### src/rtl/cmul_pkg.sv
package cmul_pkg;
  typedef enum logic [2:0] {
    FMT_SS  = 3'd0,
    FMT_SU  = 3'd1,
    FMT_US  = 3'd2,
    FMT_UU  = 3'd3,
    FMT_RND = 3'd4
  } fmt_e;

  // legal code, and no mixed-sign code while squaring
  function automatic logic fmt_legal(input logic [2:0] f, input logic sq);
    fmt_legal = (f <= FMT_RND) && !(sq && (f == FMT_SU || f == FMT_US));
  endfunction

  function automatic logic x_is_signed(input logic [2:0] f);
    x_is_signed = (f == FMT_SS) || (f == FMT_SU) || (f == FMT_RND);
  endfunction

  function automatic logic y_is_signed(input logic [2:0] f);
    y_is_signed = (f == FMT_SS) || (f == FMT_US) || (f == FMT_RND);
  endfunction
endpackage

### src/rtl/cmul_opext.sv
module cmul_opext #(
  parameter int DW = 16
) (
  input  logic [DW-1:0]   op,
  input  logic            is_signed,
  output logic signed [DW:0] ext
);
  // one extra bit makes unsigned values positive in a signed multiply
  assign ext = {is_signed & op[DW-1], op};
endmodule

### src/rtl/cmul_rnd.sv
module cmul_rnd #(
  parameter int W  = 40,
  parameter int RP = 16
) (
  input  logic [W-1:0] p,
  input  logic         biased,
  output logic [W-1:0] r
);
  localparam logic [W-1:0] HALF = {{(W-1){1'b0}}, 1'b1} << (RP-1);

  logic [W-1:0] sum;
  logic         tie;

  assign sum = p + HALF;
  assign tie = (p[RP-1:0] == HALF[RP-1:0]);

  always_comb begin
    r = sum;
    if (tie && !biased) r[RP] = 1'b0;
    r[RP-1:0] = '0;
  end
endmodule

### src/rtl/cmul_stage.sv
module cmul_stage #(
  parameter int DW    = 16,
  parameter int ACC_W = 40
) (
  input  logic                  clk,
  input  logic                  rst,
  input  logic                  req,
  input  logic                  cond_ok,
  input  logic                  square,
  input  logic [2:0]            fmt,
  input  logic                  biased_rnd,
  input  logic                  dst_fb,
  input  logic [DW-1:0]         x_op,
  input  logic [DW-1:0]         y_op,
  output logic [ACC_W-2*DW-1:0] res_hi,
  output logic [DW-1:0]         res_mid,
  output logic [DW-1:0]         res_low,
  output logic [DW-1:0]         fb_q,
  output logic                  res_vld,
  output logic                  fmt_err
);
  import cmul_pkg::*;

  localparam int HI_W = ACC_W - 2*DW;
  localparam int PW   = 2*DW + 2;

  logic [DW-1:0]       y_src;
  logic signed [DW:0]  xe, ye;
  logic signed [PW-1:0] prod;
  logic [ACC_W-1:0]    full, rnd_v, res_v;
  logic                legal;

  assign y_src = square ? x_op : y_op;

  cmul_opext #(.DW(DW)) u_xext (.op(x_op),  .is_signed(x_is_signed(fmt)), .ext(xe));
  cmul_opext #(.DW(DW)) u_yext (.op(y_src), .is_signed(y_is_signed(fmt)), .ext(ye));

  assign prod = $signed({{(PW-DW-1){xe[DW]}}, xe}) * $signed({{(PW-DW-1){ye[DW]}}, ye});
  assign full = {{(ACC_W-PW){prod[PW-1]}}, prod};

  cmul_rnd #(.W(ACC_W), .RP(DW)) u_rnd (.p(full), .biased(biased_rnd), .r(rnd_v));

  assign res_v = (fmt == FMT_RND) ? rnd_v : full;
  assign legal = fmt_legal(fmt, square);

  always_ff @(posedge clk) begin
    if (rst) begin
      res_hi  <= '0;
      res_mid <= '0;
      res_low <= '0;
      fb_q    <= '0;
      res_vld <= 1'b0;
      fmt_err <= 1'b0;
    end else begin
      res_vld <= 1'b0;
      fmt_err <= req && !legal;
      if (req && legal && cond_ok) begin
        res_vld <= 1'b1;
        if (dst_fb) begin
          fb_q <= res_v[2*DW-1:DW];
        end else begin
          res_hi  <= res_v[ACC_W-1:2*DW];
          res_mid <= res_v[2*DW-1:DW];
          res_low <= res_v[DW-1:0];
        end
      end
    end
  end
endmodule

### config.mk
export PLATFORM = sky130hd
export DESIGN_NAME = cmul_stage
export DESIGN_NICKNAME = d
export VERILOG_FILES = /design/src/rtl/cmul_pkg.sv /design/src/rtl/cmul_opext.sv /design/src/rtl/cmul_rnd.sv /design/src/rtl/cmul_stage.sv
export SDC_FILE = /design/constraint.sdc
export NUM_CORES = 1
export LEC_CHECK = 0
export ABC_AREA = 1
export CORE_MARGIN = 5
export CORE_UTILIZATION = 50
export CTS_BUF_LIST = sky130_fd_sc_hd__clkbuf_8
export DETAILED_ROUTE_END_ITERATION = 10
export GPL_TIMING_DRIVEN = 0
export PLACE_DENSITY = 0.7
export SYNTH_ARGS = -nofsm -noshare
export SYNTH_HDL_FRONTEND = slang
export SYNTH_SLANG_ARGS = --single-unit
export TNS_END_PERCENT = 1
### constraint.sdc
create_clock -name clk -period 23.5 [get_ports clk]
set_input_delay 4.7 -clock clk [delete_from_list [all_inputs] [get_ports clk]]
set_output_delay 4.7 -clock clk [all_outputs]
set_load 0.01 [all_outputs]
=== After elaboration in Yosys (flattened, before gate mapping) ===
Cells that the tools add are included.

* Equal/unequal tests: 4
* Reductions and logical operators: 17
* Bitwise gates (word level): 3
* Shifts and indexed selects: 0
* Order comparisons: 1
* Muxes and demuxes: 4
* $add $sub $neg: 1
* Div/mod/pow operators: 0
* $mul: 1

{| class="wikitable"
|+ Operators with widths
! operator !! count
|-
| $mux 40 || 1
|-
| $add 34x17->35 const B || 1
|-
| $mul 17x17->34 || 1
|-
| $eq 16x16->1 const B || 1
|-
| $mux 16 || 1
|-
| $logic_and 1x1->1 || 6
|-
| $logic_or 1x1->1 || 5
|-
| $reduce_and 2->1 || 2
|-
| $eq 3x1->1 const B || 1
|-
| $eq 3x2->1 const B || 1
|-
| $eq 3x3->1 const B || 1
|-
| $le 3x3->1 const B || 1
|-
| $logic_not 1->1 || 3
|-
| $logic_not 3->1 || 1
|-
| $and 1x1->1 || 2
|-
| $mux 1 || 2
|-
| $not 1->1 || 1
|}

* Bits in registers: 58
* Memory bits (writable): 0
* Bits in latches: 0
* Logic and storage cells: 37
* Bits in read-only memories: 0
* Memories: 0
* Output and inout port bits: 58

=== Depth between registers and ports, before layout ===
* Word-level depth: 9
* Mapped depth: 43
* Mapped depth without buffers: 41

=== Modules after synthesis ===
A second synthesis with hierarchy kept.

* Cell total of the unflattened synthesis: 2258
* Area total of the unflattened synthesis: 16154.2 um^2

{| class="wikitable"
|+ By module, submodules not included
! module !! instances !! cells an instance !! seq. area each (um^2) !! area an instance (um^2)
|-
| cmul_stage || 1 || 2071 || 1161.1 || 15055.7
|-
| cmul_rnd || 1 || 151 || 0.0 || 843.3
|-
| cmul_opext || 2 || 18 || 0.0 || 127.6
|}

=== Least setup slack after synthesis ===
No wires, ideal clock.

* Path kind: in2reg
* Start: input port square
* End: register res_hi[1]
* Buffers on the path: 4
* Stages: 39
* Slack: 12.092 ns
* Arrival time: 11.294 ns
* Cells stage by stage: clkbuf_1 buf_2 buf_1 o21a_1 clkbuf_1 nand2_1 fa_1 inv_1 fa_1 inv_1 fa_1 fa_1 inv_1 fa_1 fa_1 ha_1 nand2_2 inv_1 [... 3 more ...] nand3_2 nand2_1 nand2_1 nand2_1 nand2_1 inv_1 ha_1 inv_1 nor2_1 nand3_1 nor2_4 nand3_4 nor2_4 nand4_2 nor2_2 nand3_1 nand2_1 nor2_1

* Longest elaborated chain between the ends: 6
* Elaborated cells on any way between the ends: 11
* Those cells by class: 1 x add/sub; 1 x mul; 2 x mux; 1 x bitwise; 6 x reduce/logical

{| class="wikitable"
|+ RTL lines
! item !! RTL line !! RTL
|-
| start, declared || cmul_stage.sv:9 || <nowiki>input logic square,</nowiki>
|-
| parallel branches: the longest is 6 deep, another holds $add 34x17->35 || n/a ||
|-
| end signal, assigned || cmul_stage.sv:62 || <nowiki>res_hi <= res_v[ACC_W-1:2*DW];</nowiki>
|-
| end, declared || cmul_stage.sv:15 || <nowiki>output logic [ACC_W-2*DW-1:0] res_hi,</nowiki>
|}

Several ways; the timed one is not identified.
A chain may end at the register's enable or synchronous reset.

=== Final worst setup path ===
* Start: input port x_op[5]
* End: register res_mid[9]

* Longest elaborated chain between the ends: 4

{| class="wikitable"
|+ RTL lines
! item !! RTL line !! RTL
|-
| start, declared || cmul_stage.sv:13 || <nowiki>input logic [DW-1:0] x_op,</nowiki>
|-
| $mux 16 || cmul_stage.sv:33 || <nowiki>assign y_src = square ? x_op : y_op;</nowiki>
|-
| $mul 17x17->34 * || cmul_stage.sv:38 || <nowiki>assign prod = $signed({{(PW-DW-1){xe[DW]}}, xe}) * $signed({{(PW-DW-1){ye[DW]}}, ye});</nowiki>
|-
| $add 34x17->35 || cmul_rnd.sv:14 || <nowiki>assign sum = p + HALF;</nowiki>
|-
| $mux 40 * || cmul_stage.sv:43 || <nowiki>assign res_v = (fmt == FMT_RND) ? rnd_v : full;</nowiki>
|-
| end signal, assigned || cmul_stage.sv:63 || <nowiki>res_mid <= res_v[2*DW-1:DW];</nowiki>
|-
| end, declared || cmul_stage.sv:16 || <nowiki>output logic [DW-1:0] res_mid,</nowiki>
|}

Every way passes the cells marked *; elsewhere a longest branch is shown, timed or not.

==> results.py <==
metrics = {
    "clocking": {
        "post-cts-setup-buffers": 0,
        "hold_buffers": 0,
        "cts.sinks": 53,
        "cts_root_buf": "clkbuf_8",
        "cts_buffers": 5,
        "post_cts_resized": 0,
        "cts_tree": "yes",
        "clock_latency_ns": 0.30,
        "clockBufferDepth": 2,
        "cts_htree_levels": 2,
        "path_clk_slew_ns": 0.09,
    },
    "grt": {
        "top_usage_layer": "met2",
        "grt_overflow": 0,
        "grt_start_max_net_pins": 16,
        "use_met3_pct": 4.09,
        "grt_util_met1_pct": 34.3,
        "track_usage_pct": 25.1,
        "use_met2_pct": 41.8,
        "grt_pass1_vias": 12300,
        "grt_pass1_wl_um": 63200,
        "antenna_found_initial": 0,
    },
    "synth": {
        "synth_compound_area_share_pct": 4.68,
        "synthSimpleGateAreaFrac_pct": 22.6,
        "synth_cell_types": 39,
        "syn_nets": 2296,
        "async_flop_share_pct": 0,
        "yosysWarnings": 0,
        "muxShareOfSynthArea_pct": 0,
        "synth_top_family_by_area": "adder cells",
        "synth.ff_latch_count": 53,
        "seq_area_frac_synth_pct": 7.44,
        "ys_dominant_reg_cell": "dfxtp_1",
        "synth_edf_count": 0,
        "syn_area_per_cell_um2": 7.62,
        "synth_cells": 1872,
        "synth_fa_ha_area_share_pct": 49.1,
        "synth_area_um2": 14300,
        "synth_xor_area_share_pct": 1.84,
    },
    "timing": {
        "min_period_ns": 12.77,
        "tns_ns": 0,
        "setup_viol": 0,
        "rsz0062_at_grt": "no",
        "worst_pin_slew_ns": 0.755,
        "slew_headroom_pct": 49.5,
        "final.setup_skew_ns": 0,
        "min_period_over_period_pct": 54.3,
        "hold_violations": 0,
        "clock.fmax_ghz": 0.0783,
        "drv_slew": 0,
    },
    "finish": {
        "layout_common_cells": "inv_1, nand2_1, fa_1",
        "area.growth.synth_to_final_pct": 9.98,
        "layout.nets": 2389,
        "antenna_cells": 0,
        "final_common_cell": "inv_1",
        "drive_gt1_share_pct": 5.09,
    },
    "setup_path": {
        "r2r_slack_ns": 22.73,
        "endpoint_kind": "flop",
        "slowest_stage": "clkinv_1",
        "cp_max_fo": 10,
        "crit_end": "res_mid[9]",
        "startpoint": "x_op[5]",
        "reg2regPathDepth": 3,
        "cp-start-kind": "input port",
        "worstPathRequired_ns": 23.69,
        "max_stage_delay_ns": 0.61,
        "r2r_start": "fb_q[7]",
        "worstPathArrival_ns": 12.96,
        "critPathKind": "input port to flop",
        "cp_common_cell": "nand2_1",
        "rr_endpoint": "fb_q[7]",
    },
    "floorplanning": {
        "io_pins": 100,
        "start_util_pct": 50.9,
        "die_x_um": 179,
        "rows": 61,
        "die_area_um2": 32000,
        "fp.dieH_um": 179,
        "core_um2": 28000,
    },
    "status": {
        "status": "finished clean",
    },
    "placed_design": {
        "io_buffers": 86,
        "hpwlAfterDp_um": 33400,
        "gp_congestion": 0.928,
    },
    "route": {
        "wl_per_cell_um": 16.3,
        "via_per_inst": 5.10,
        "finalWirelength_um": 38200,
        "ant_nets": 0,
        "dr.pass1.iters": 5,
        "drc": 0,
        "initialDrtViolationCount": 957,
        "vias": 12000,
    },
    "min_path": {
        "hold_class": "flop to flop",
    },
    "job": {
        "drv_cap": 0,
    },
}
## logic make-up (layout without fill, tap and decap cells)
kind of cell	count (synthesis)	count (layout)
fa+ha+maj	382	382
compound gates	119	119
flops	53	53
simple gates	750	750
buf+inv	538	631
xor+xnor	30	30
## layer usage
metal  vias up  wire (um)
met2       366      18300
met3        67       2490
met1      5907      16200
li1       5612          -
met4         0       1220
met5         -          0
## flip-flops by register name, indices dropped and copies added, names as in the netlist
| signal | flops |
|---|---|
| res_mid | 16 |
| fmt_err | 1 |
| fb_q | 16 |
| res_vld | 1 |
| res_hi | 3 |
| res_low | 16 |
## critical path, delay by kind of cell
| kind | cells | cell delay [ns] |
|---|---|---|
| fa+ha+maj | 8 | 3.58 |
| buf+inv | 10 | 2.16 |
| xor+xnor | 1 | 0.23 |
| simple gates | 16 | 1.87 |
| compound gates | 2 | 0.38 |
## worst min-delay path by stage
stage	depth (start not counted)	from	slack (ns)	end
after detailed placement	2	res_low[13]	0.46	res_low[13]
after floorplan	2	res_low[0]	0.49	res_low[0]
final	2	res_low[13]	0.47	res_low[13]
after global routing	2	res_low[4]	0.49	res_low[4]
after global placement	2	res_low[15]	0.46	res_low[15]
after CTS	2	res_low[13]	0.47	res_low[13]
## layout make-up
class                   instances  area (um^2)
plain buffers                  61          254
clock buffers                   6         82.6
clock inverters                 1         7.51
fillers                      2697        12300
inverters                     477         1790
multi-input cells            1281        11200
flip-flops and latches         53         1060
well taps                     378          473
repair buffers                 86          861
## metrics by stage
| stage | cells | utilization, % | cell area (um^2) | worst slack (ns) | hold WS, ns |
|---|---|---|---|---|---|
| 2_1_floorplan | 1872 | - | 14300 | 12.09 | 0.490 |
| 3_3_place_gp | 2336 | 55.7 | 15600 | 10.62 | 0.457 |
| 3_5_place_dp | 2336 | 55.7 | 15600 | 10.57 | 0.458 |
| 4_1_cts | 2343 | 56.0 | 15700 | 10.86 | 0.473 |
| 5_1_grt | 2343 | 56.0 | 15700 | 10.33 | 0.490 |
| 6_report | 2343 | 56.0 | 15700 | 10.73 | 0.473 |
## cells in the mapped netlist, drive strengths merged (12+ instances only)
master / n / area share, %
a21oi: 64 / 2.3
buf: 12 / 0.49
clkbuf: 49 / 1.3
dfxtp: 53 / 7.4
fa: 296 / 42
ha: 86 / 7.5
inv: 466 / 12
nand2: 428 / 12
nand3: 58 / 2.3
nand4: 21 / 0.96
nor2: 225 / 6.6
o21a: 20 / 1.1
o21ai: 29 / 1.0
xor2: 19 / 1.2
Power is left out: the tool's default activity adds up to more than one toggle a clock period on the data nets, which glitch-free logic cannot reach.
